`config.mk`:
```
export PLATFORM = sky130hd
export DESIGN_NAME = regscan_access
export DESIGN_NICKNAME = d
export VERILOG_FILES = /design/src/rtl/regscan_pkg.sv /design/src/rtl/regscan_shifter.sv /design/src/rtl/regscan_decode.sv /design/src/rtl/regscan_holdreg.sv /design/src/rtl/regscan_access.sv
export SDC_FILE = /design/constraint.sdc
export NUM_CORES = 1
export LEC_CHECK = 0
export ABC_CLOCK_PERIOD_IN_PS = 2300
export BUFFER_PORTS_ARGS = -buffer_cell sky130_fd_sc_hd__clkbuf_2
export CAP_MARGIN = 20
export CORE_ASPECT_RATIO = 0.9
export CORE_UTILIZATION = 60
export CTS_BUF_LIST = sky130_fd_sc_hd__clkbuf_4 sky130_fd_sc_hd__clkbuf_8
export CTS_CLUSTER_DIAMETER = 60
export DETAILED_ROUTE_END_ITERATION = 16
export PLACE_DENSITY_LB_ADDON = 0.1
export SYNTH_ARGS = -nofsm -noshare
export SYNTH_HDL_FRONTEND = slang
export SYNTH_SLANG_ARGS = --single-unit
```
`constraint.sdc`:
```
create_clock -name clk -period 2.3 [get_ports clk]
set_input_delay 0.345 -clock clk [delete_from_list [all_inputs] [get_ports clk]]
set_output_delay 0.345 -clock clk [all_outputs]
set_load 0.005 [all_outputs]
```
`src/rtl/regscan_pkg.sv`:
```
package regscan_pkg;

  localparam int DEF_DATA_W   = 32;
  localparam int DEF_ADDR_W   = 7;
  localparam int DEF_NUM_REGS = 9;

  // Action decoded from a frame at update time
  typedef enum logic [1:0] {
    OP_NONE      = 2'd0,
    OP_WRITE     = 2'd1,
    OP_READ      = 2'd2,
    OP_NULL_READ = 2'd3
  } scan_op_e;

endpackage

```
`src/rtl/regscan_shifter.sv`:
```
module regscan_shifter #(
  parameter int DATA_W  = 32,
  parameter int FRAME_W = 40
) (
  input  logic               clk,
  input  logic               rst,
  input  logic               cap_en,
  input  logic               shift_en,
  input  logic               tdi,
  input  logic [DATA_W-1:0]  cap_data,
  output logic [FRAME_W-1:0] frame_q,
  output logic               tdo
);

  localparam int HIGH_W = FRAME_W - DATA_W;

  logic [FRAME_W-1:0] chain_q;

  // Capture has priority over shift; the header bits capture as zero
  always_ff @(posedge clk) begin
    if (rst) begin
      chain_q <= '0;
    end else if (cap_en) begin
      chain_q <= {{HIGH_W{1'b0}}, cap_data};
    end else if (shift_en) begin
      chain_q <= {tdi, chain_q[FRAME_W-1:1]};
    end
  end

  assign frame_q = chain_q;
  assign tdo     = chain_q[0];

endmodule

```
`src/rtl/regscan_decode.sv`:
```
module regscan_decode
  import regscan_pkg::*;
#(
  parameter int DATA_W   = 32,
  parameter int ADDR_W   = 7,
  parameter int NUM_REGS = 9,
  parameter int FRAME_W  = DATA_W + ADDR_W + 1
) (
  input  logic               clk,
  input  logic               rst,
  input  logic               upd_en,
  input  logic [FRAME_W-1:0] frame,
  output logic [ADDR_W-1:0]  bank_addr,
  output logic [DATA_W-1:0]  bank_wdata,
  output logic               bank_we,
  output logic               bank_re,
  output scan_op_e           op_q
);

  localparam int FLAG_BIT = DATA_W + ADDR_W;

  logic [DATA_W-1:0] f_data;
  logic [ADDR_W-1:0] f_addr;
  logic              f_write;
  logic              in_range;
  scan_op_e          op_d;

  assign f_data  = frame[DATA_W-1:0];
  assign f_addr  = frame[DATA_W +: ADDR_W];
  assign f_write = frame[FLAG_BIT];

  // The range check disappears when every index is implemented
  generate
    if (NUM_REGS >= (1 << ADDR_W)) begin : g_full
      assign in_range = 1'b1;
    end else begin : g_part
      assign in_range = (32'(f_addr) < 32'(NUM_REGS));
    end
  endgenerate

  always_comb begin
    op_d = OP_NONE;
    if (upd_en) begin
      if (f_write) begin
        op_d = in_range ? OP_WRITE : OP_NONE;
      end else begin
        op_d = in_range ? OP_READ : OP_NULL_READ;
      end
    end
  end

  always_ff @(posedge clk) begin
    if (rst) begin
      op_q       <= OP_NONE;
      bank_we    <= 1'b0;
      bank_re    <= 1'b0;
      bank_addr  <= '0;
      bank_wdata <= '0;
    end else begin
      op_q    <= op_d;
      bank_we <= (op_d == OP_WRITE);
      bank_re <= (op_d == OP_READ);
      if (upd_en) begin
        bank_addr <= f_addr;
      end
      if (op_d == OP_WRITE) begin
        bank_wdata <= f_data;
      end
    end
  end

endmodule

```
`src/rtl/regscan_holdreg.sv`:
```
module regscan_holdreg
  import regscan_pkg::*;
#(
  parameter int DATA_W = 32
) (
  input  logic              clk,
  input  logic              rst,
  input  scan_op_e          op,
  input  logic [DATA_W-1:0] bank_rdata,
  output logic [DATA_W-1:0] held_q
);

  logic rd_wait_q;

  // Bank data arrives one cycle after the read strobe
  always_ff @(posedge clk) begin
    if (rst) begin
      rd_wait_q <= 1'b0;
      held_q    <= '0;
    end else begin
      rd_wait_q <= (op == OP_READ);
      if (rd_wait_q) begin
        held_q <= bank_rdata;
      end else if (op == OP_NULL_READ) begin
        held_q <= '0;
      end
    end
  end

endmodule

```
`src/rtl/regscan_access.sv`:
```
module regscan_access
  import regscan_pkg::*;
#(
  parameter int DATA_W   = DEF_DATA_W,
  parameter int ADDR_W   = DEF_ADDR_W,
  parameter int NUM_REGS = DEF_NUM_REGS
) (
  input  logic              clk,
  input  logic              rst,
  input  logic              tdi,
  output logic              tdo,
  input  logic              cap_en,
  input  logic              shift_en,
  input  logic              upd_en,
  output logic [ADDR_W-1:0] bank_addr,
  output logic [DATA_W-1:0] bank_wdata,
  output logic              bank_we,
  output logic              bank_re,
  input  logic [DATA_W-1:0] bank_rdata
);

  localparam int FRAME_W = DATA_W + ADDR_W + 1;

  logic [FRAME_W-1:0] frame_q;
  logic [DATA_W-1:0]  held_q;
  scan_op_e           op_q;

  regscan_shifter #(
    .DATA_W (DATA_W),
    .FRAME_W(FRAME_W)
  ) u_shift (
    .clk     (clk),
    .rst     (rst),
    .cap_en  (cap_en),
    .shift_en(shift_en),
    .tdi     (tdi),
    .cap_data(held_q),
    .frame_q (frame_q),
    .tdo     (tdo)
  );

  regscan_decode #(
    .DATA_W  (DATA_W),
    .ADDR_W  (ADDR_W),
    .NUM_REGS(NUM_REGS),
    .FRAME_W (FRAME_W)
  ) u_dec (
    .clk       (clk),
    .rst       (rst),
    .upd_en    (upd_en),
    .frame     (frame_q),
    .bank_addr (bank_addr),
    .bank_wdata(bank_wdata),
    .bank_we   (bank_we),
    .bank_re   (bank_re),
    .op_q      (op_q)
  );

  regscan_holdreg #(
    .DATA_W(DATA_W)
  ) u_hold (
    .clk       (clk),
    .rst       (rst),
    .op        (op_q),
    .bank_rdata(bank_rdata),
    .held_q    (held_q)
  );

endmodule

```
# Yosys cells after proc, flatten, opt, wreduce, memory -nomap -nowiden

Cells that the tools add are included.
W data, S select, Z words.

Register bits: 116
Logic and storage cells: 25
Output and inout bits: 42
Input bits: 38

Reductions and logical operators: 3
Multiplexer cells: 8
Equality and inequality tests: 4
Order comparisons: 1

Operators with widths:

| cell                 | count |
|---|---|
| $mux W32             | 4 |
| $lt A7 B4 Y1 const B | 1 |
| $eq A2 B2 Y1 const B | 3 |
| $mux W2              | 2 |
| $reduce_bool A2 Y1   | 2 |
| $eq A2 B1 Y1 const B | 1 |
| $mux W1              | 2 |
| $reduce_or A2 Y1     | 1 |

# Logic depth before layout (Yosys ltp)

Gate-level depths: netlist of the first run.

Depth in word-level cells: 5
Depth in mapped cells: 5
Gate-level depth less buffers: 3

# Hierarchy

From an unflattened synthesis of the first run, not the netlist that was laid out.

Cell total of the unflattened synthesis: 492
Area, all modules: 4973.5 µm²

By module, submodules not included:

| module          | area each (µm²) | cells each | seq. area each (µm²) | times used |
|---|---|---|---|---|
| regscan_decode  | 1844.3          | 176        | 860.8                | 1 |
| regscan_shifter | 1834.3          | 171        | 800.8                | 1 |
| regscan_holdreg | 1295.0          | 145        | 660.6                | 1 |

# Least setup slack after synthesis of the first run

Ideal clock, no wire load.

Path kind: register to register
Start point: register u_shift.chain_q[32] (netlist: u_shift.frame_q[32])
End point: register u_dec.bank_wdata[10]
Path slack: 0.954 ns
Library setup time: 0.072 ns
Required time: 2.228 ns
Stages on the path, launching flop included: 6
Arrival time: 1.275 ns
Path buffers: 2
Period minus slack after synthesis: 1.346 ns
Path through: dfxtp_1 o31a_1 and4b_1 buf_6 buf_12 mux2i_1

Cells in the longest elaborated chain, start to end: 5
Elaborated cells on any way between the ends: 6
Those cells by class: order compare (1); eq/ne (1); mux (4)

RTL lines:

| element                           | line                                       | source |
|---|---|---|
| from (decl)                       | regscan_shifter.sv:17                      | `logic [FRAME_W-1:0] chain_q;` |
| from (signal assigned)            | regscan_shifter.sv:24                      | `chain_q <= {{HIGH_W{1'b0}}, cap_data};` |
| from (signal assigned)            | regscan_shifter.sv:26                      | `chain_q <= {tdi, chain_q[FRAME_W-1:1]};` |
| $lt A7 B4 Y1 *                    | regscan_decode.sv:37                       | `assign in_range = (32'(f_addr) < 32'(NUM_REGS));` |
| $mux W1, on equally long branches | regscan_decode.sv:47, regscan_decode.sv:45 |  |
| $mux W2 *                         | regscan_decode.sv:44                       | `if (f_write) begin` |
| $mux W2 *                         | regscan_decode.sv:43                       | `if (upd_en) begin` |
| $eq A2 B1 Y1 *                    | regscan_decode.sv:66                       | `if (op_d == OP_WRITE) begin` |
| to (signal assigned)              | regscan_decode.sv:67                       | `bank_wdata <= f_data;` |
| to (decl)                         | regscan_decode.sv:14                       | `output logic [DATA_W-1:0] bank_wdata,` |

Mark *: on every way between the ends. The rest lies on a longest branch, timed or not.
A chain may end at the register's enable or synchronous reset.

# Final worst setup path of the first run

Start point: register u_shift.chain_q[32] (netlist: u_shift.frame_q[32])
End point: register u_dec.bank_wdata[30]

Same word-level chain as after synthesis.

==> results of run 1 <==
==> registers in the layout (all words and copies together) (netlist names) <==
name,flops
u_dec.bank_re,1
u_dec.bank_we,1
u_hold.rd_wait_q,1
u_dec.bank_wdata,32
u_shift.frame_q,40
u_hold.held_q,32
u_dec.bank_addr,7
u_dec.op_q,2
==> layout make-up <==
cell class              count  area [um^2]  share of cell area (%)
clock buffers              23          310                    5.51
clock inverters             9          148                    2.62
multi-input cells         298         2230                    39.6
flip-flops and latches    116         2320                    41.2
well taps                  96          120                    2.13
repair buffers             88          503                    8.93
==> stage by stage <==
step                util, %  total power [mW]  setup slack (ps)  cell area [um^2]  hold slack [ps]
floorplan                 -              2.27               954              4770              398
global placement       67.9              2.34               780              5170              434
detailed placement     67.9              2.34               758              5170              448
CTS                    73.9              4.44               707              5630              158
global route           73.9              4.56               638              5630              158
finish                 73.9              4.40               722              5630              177
==> cell usage after synthesis <==
master      n  area (um^2)
buf_6       2         22.5
or2_2       1         6.26
dfxtp_1   116         2320
mux2_1     14          158
a22oi_1    32          240
clkbuf_1   20         75.1
and3b_1     1         8.76
nor3_2      1         10.0
buf_2      10         50.1
and4b_1     1         10.0
nand2b_1   34          213
or2b_1     30          225
and2_1      2         12.5
buf_12      3         60.1
mux2i_1    79          791
and2b_2     1         8.76
mux2_2     19          214
buf_4       2         15.0
nor2_1     79          297
nor3b_1     2         15.0
a21oi_1     1         5.00
o31a_1      1         8.76
==> worst max-delay path by stage <==
stage | endpoint | depth (start not counted)
global placement | u_shift.frame_q[5] | 5
detailed placement | u_shift.frame_q[2] | 5
CTS | u_dec.bank_wdata[30] | 4
global route | u_dec.bank_wdata[5] | 4
floorplan | u_dec.bank_wdata[10] | 5
finish | u_dec.bank_wdata[30] | 4
==> power breakdown <==
part / switching, mW / total [mW] / leakage, nW / internal (mW)
Combinational: 0.125 / 0.236 / 1.22 / 0.112
Sequential: 0.0187 / 2.06 / 0.938 / 2.04
Clock: 0.773 / 2.10 / 0.235 / 1.33
==> cells by family (layout without fill, tap and decap cells) <==
| kind of cell | Yosys count | count (layout) | synth area share, % |
|---|---|---|---|
| simple gates | 152 | 152 | 16.9 |
| flops | 116 | 116 | 48.7 |
| mux | 112 | 112 | 24.4 |
| buf+inv | 37 | 120 | 4.67 |
| compound gates | 34 | 34 | 5.33 |
==> worst min-delay path, stage by stage <==
cell	delay, ps
clkbuf_2	70
a22oi_1	70
nor2_1	70
==> routing by layer <==
layer | track usage (%) | wire length [um] | share of wire, % | up-vias
met5 | 0 | 0 | 0 | -
met4 | 7.73 | 106 | 1.2 | 0
met3 | 8.95 | 384 | 4.4 | 11
met2 | 36.4 | 4150 | 47 | 80
met1 | 28.2 | 4180 | 47 | 1582
li1 | - | - | - | 1673
==> key figures, run 1 <==
Worst setup path
  – R2R setup slack: approximately 720 ps
  – Worst R2R Path Depth: 4
  – CP endpoint kind: register
  – Beginning of the worst register-to-register path: u_shift.frame_q[32]
  – Top Family by Delay on Critical Path: flip-flops
  – Worst-path maximum fanout: 18
  – Crit path largest cell delay: between 300 and 400 ps
  – Startpoint Class: register
  – CP Cell Sequence: o31a_1, and4b_2, buf_4, mux2i_1
  – CP startpoint: u_shift.frame_q[32]
  – CP Buf/Inv Count: 1
  – Critical Path RT: 2640 ps
  – CP Class: reg2reg
  – RR Endpoint: u_dec.bank_wdata[30]
  – Arr. time, crit path: between 1500 and 2000 ps
  – Slowest CP cell: dfxtp_1

Routing
  – Drt drc: 0
  – Routed WL per cell: roughly 14 um
  – DRT iter0 DRCs: ~130
  – Pre-antenna DRT Iters: 4
  – Routed wire length: slightly below 9000 um
  – Total number of vias: about 3300
  – Post-route ant nets: 0
  – Post-DR vias/cell: between 5 and 6

STA
  – Fin crit share: 68.6%
  – Worst-Margin Slew: 727 ps
  – Fin crit period: between 1500 and 2000 ps
  – Setup TNS after final layout: 0 ps
  – Max Clock Freq: between 600 and 700 MHz
  – RSZ-0062 raised after global routing: no
  – Clock Skews: about 6 ps
  – Final Max Tran Viols: 0
  – Worst relative slew slack: between 50% and 60%
  – Final setup fails: 0
  – Final Hold Fails: 0

Die
  – DIE AREA: 8310 um^2
  – Core ar.: about 7600 um^2
  – Top Ports: 80
  – Row count: 30
  – Initial Util: 62.6%
  – Die Width: 96.0 um
  – Die span in y: 86.6 um

Placement
  – Routability cong.: about 0.77
  – Buffers on Ports: between 70 and 80
  – Placed Instances: 598
  – Final HPWL from detailed placement: around 5700 um

Run
  – Max_cap viols: 0

Clock tree
  – Hold_buf cts: 0
  – H-tree levels: 4
  – Clock-pin slew on the worst setup and hold paths: 70 ps
  – Bufs on Longest Clock Path: 2
  – Clk Latency, worst-skew pair: 420 ps
  – Root buf cell: clkbuf_8
  – TritonCTS clock tree: built
  – Clock sinks: roughly 120
  – # resized after CTS: 0
  – Post-CTS setup buffer count: 0
  – CTS Buf Count: 17

Logic synthesis
  – Netlist cell types: 22
  – Part of the Yosys area used for sequential elements: about 50%
  – Synthesized instance count: around 450
  – Flops & latches, synth: 116
  – Synthesized area: 4770 um^2
  – Number of synthesis warnings: 0
  – Post-Syn Nets: about 490
  – Avg Inst Size Synth: approximately 11 um^2

Cells and area
  – Commonest non-fill, non-tap cells in the layout: 116 x dfxtp_1, 79 x mux2i_1, 79 x nor2_1
  – Nets@finish: about 560
  – Filler cells: between 500 and 600
  – Commonest non-fill, non-tap cell in the layout: dfxtp_1
  – Area growth syn-to-layout: 18.1%
  – Layout cells sized above 1: a little over a quarter
  – Non-filler cells in the finished layout: 630
  – Ant diodes: 0

Power and ir drop
  – Pwr Density: 782 nW/um^2
  – Leakage power: 2.39 nW
  – VDD IR max: 0.637 mV

Global route
  – Largest net degree at the start of global routing: 53
  – Total gr overflow: 0
  – Initial antenna violation count: 0
  – First-pass GRT wire length: 14400 um
  – Total Routing Usage GR: 22.8%
  – Vias in the first global route: around 3100

Min path
  – Hold wc startpoint: bank_rdata[5]
  – Hold crit path type: in2reg
  – Hold path cells: 3
  – WHS Endpoint: u_hold.held_q[5]

Status
  – Status: complete, no violations
No activity file was read; power rests on OpenSTA's default activity.
==> inputs of run 2 (changes only) <==
--- a/config.mk
+++ b/config.mk
@@ -5,11 +5,11 @@
 export SDC_FILE = /design/constraint.sdc
 export NUM_CORES = 1
 export LEC_CHECK = 0
-export ABC_CLOCK_PERIOD_IN_PS = 2300
+export ABC_CLOCK_PERIOD_IN_PS = 1500
 export BUFFER_PORTS_ARGS = -buffer_cell sky130_fd_sc_hd__clkbuf_2
 export CAP_MARGIN = 20
 export CORE_ASPECT_RATIO = 0.9
-export CORE_UTILIZATION = 60
+export CORE_UTILIZATION = 58
 export CTS_BUF_LIST = sky130_fd_sc_hd__clkbuf_4 sky130_fd_sc_hd__clkbuf_8
 export CTS_CLUSTER_DIAMETER = 60
 export DETAILED_ROUTE_END_ITERATION = 16
==> constraint.sdc (replaced) <==
create_clock -name clk -period 1.5 [get_ports clk]
set_input_delay 0.225 -clock clk [delete_from_list [all_inputs] [get_ports clk]]
set_output_delay 0.225 -clock clk [all_outputs]
set_load 0.005 [all_outputs]
==> run 2 against run 1 <==
Effect of this change:
- sequential share of layout area is 0.18 points lower
- core utilization is 0.72 points lower
- clock-buffer cell count is 2 higher
- worst setup slack worse by 710 ps
- non-clock buffer count is 6 higher
- sequential cell count stayed put
- first-iteration DRC count is 21% higher
- routed wire length is 5.6% higher
- die area is 3.4% higher
- power is 46% higher
- global-route usage is 0.060 points lower
- critical endpoint is now u_dec.bank_wdata[31]
- largest power group is now registers
==> key figures, run 2 (synthesized netlist as in run 1, its figures left out) <==
Routing
  – Post-route ant nets: 0
  – Routed metal-1 wire length: 4430 um
  – Routed WL per cell: 14.7 um
  – Drt drc: 0
  – Post-DR vias/cell: about 5.3
  – DRT iter0 DRCs: 158
  – Pre-antenna DRT Iters: 4
  – Routed wire length: between 9000 and 10000 um
  – Total number of vias: 3327
  – Top Metal Used: met4
  – Met3 routed WL: between 300 and 400 um
  – Met2 WL: roughly 4400 um

Worst setup path
  – CP Buf/Inv Count: 1
  – Crit path largest cell delay: 360 ps
  – Critical Path RT: 1840 ps
  – Startpoint Class: register
  – Arr. time, crit path: about 1800 ps
  – Slowest CP cell: and4b_2
  – CP endpoint kind: register
  – CP Cell Sequence: o31a_1, and4b_2, buf_12, mux2i_1
  – Worst-path maximum fanout: 19
  – Top Family by Delay on Critical Path: simple AND/OR/NAND/NOR gates
  – CP Class: reg2reg

Clock tree
  – Clock-pin slew on the worst setup and hold paths: 60 ps
  – CTS Buf Count: 17
  – Hold_buf cts: 0
  – H-tree levels: 4
  – Clock sinks: approximately 120
  – Post-CTS setup buffer count: 0
  – TritonCTS clock tree: built
  – Root buf cell: clkbuf_8
  – Bufs on Longest Clock Path: 2
  – Clk Latency, worst-skew pair: 420 ps

STA
  – Fin crit share: about 99%
  – Fin crit period: ~1500 ps
  – Final hold slack: 63.1 ps
  – Clock Skews: just over 8 ps
  – Max Clock Freq: around 670 MHz
  – RSZ-0062 raised after global routing: yes
  – Worst relative slew slack: roughly three quarters
  – Final Max Tran Viols: 0
  – Final Hold Fails: 0
  – Final setup fails: 0
  – Worst-Margin Slew: between 300 and 400 ps
  – Final WS setup: between 15 and 20 ps

Cells and area
  – Non-filler cells in the finished layout: roughly 630
  – Layout cells sized above 1: between 20% and 30%
  – Commonest non-fill, non-tap cell in the layout: dfxtp_1
  – Nets@finish: about 570
  – Post-route cell area: around 5700 um^2
  – Max reg flops: 40
  – Area growth syn-to-layout: 18.7%
  – Filler cells: 592
  – Ant diodes: 0
  – Commonest non-fill, non-tap cells in the layout: 115 x dfxtp_1, 79 x mux2i_1, 79 x nor2_1

Min path
  – Hold crit path type: in2reg

Global route
  – Largest net degree at the start of global routing: slightly above 70
  – Initial antenna violation count: 0
  – Vias in the first global route: about 3200
  – Total Routing Usage GR: between 20% and 30%
  – First-pass GRT wire length: 15200 um
  – Total gr overflow: 0

Power and ir drop
  – Leakage power: 2.41 nW
  – VDD IR max: 0.675 mV
  – Pwr Density: roughly 1100 nW/um^2

Status
  – Status: complete, no violations

Placement
  – Buffers on Ports: 79
  – Final HPWL from detailed placement: ~6000 um
  – Routability cong.: slightly below 0.8
  – Place WS: approximately 21 ps
  – Placed Instances: 604
  – Placed cell area: approximately 5300 um^2

Die
  – Row count: 30
  – Core ar.: around 7700 um^2
  – DIE AREA: ~8600 um^2
  – Die Width: approximately 100 um
  – Die span in y: between 80 and 90 um
  – Initial Util: 61.7%
  – Top Ports: 80

Run
  – Max_cap viols: 0
## run 2: stage by stage
| step | power, mW | util (%) | TNS (ps) |
|---|---|---|---|
| final | 6.43 | 73.2 | 0 |
| after global routing | 6.68 | 73.2 | -407 |
| after CTS | 6.49 | 73.2 | 0 |
| after detailed placement | 3.61 | 68.0 | 0 |
| after global placement | 3.60 | 68.0 | 0 |
| after floorplan | 3.48 | - | 0 |
## run 2: layout make-up
class                      instances  area [um^2]  area share (%)
clock buffer                      25          332            5.86
clock inverter                     4         70.1            1.24
multi-input combinational        298         2230            39.4
sequential                       116         2320            41.1
tap                               96          120            2.12
timing repair buffer              94          586            10.3
## run 2: worst min-delay path, delay by kind of cell
family,cells,cell delay (ps)
AND/OR/NAND/NOR,1,70
buffers and inverters,1,80
AO/OA/AOI/OAI,1,70
## run 2: repair_timing
item / 4_1_cts / 5_1_grt
cloned: 0 / 0
endpoints found under the setup margin: 1 / 19
pin swaps: 0 / 0
resized for setup: 1 / 0
## run 2: per-layer routing
layer,GRT usage (%),vias to the layer above
li1,-,1684
met4,9.89,0
met5,0,-
met3,6.38,13
met1,28.9,1558
met2,36.8,72
## run 2: path summary, 6_finish.rpt
path	from	to	slack (ps)	depth (start not counted)
worst max-delay path	u_shift.frame_q[32]	u_dec.bank_wdata[31]	20	4
worst min-delay path	bank_rdata[27]	u_hold.held_q[27]	60	3
worst max register to register	u_shift.frame_q[32]	u_dec.bank_wdata[31]	20	4
worst min register to register	u_dec.op_q[0]	u_hold.rd_wait_q	450	1
## run 2: where the power goes
group / internal [mW] / switching [mW]
combinational: 0.186 / 0.199
sequential: 3.13 / 0.0286
clock: 1.75 / 1.14
total: 5.06 / 1.36
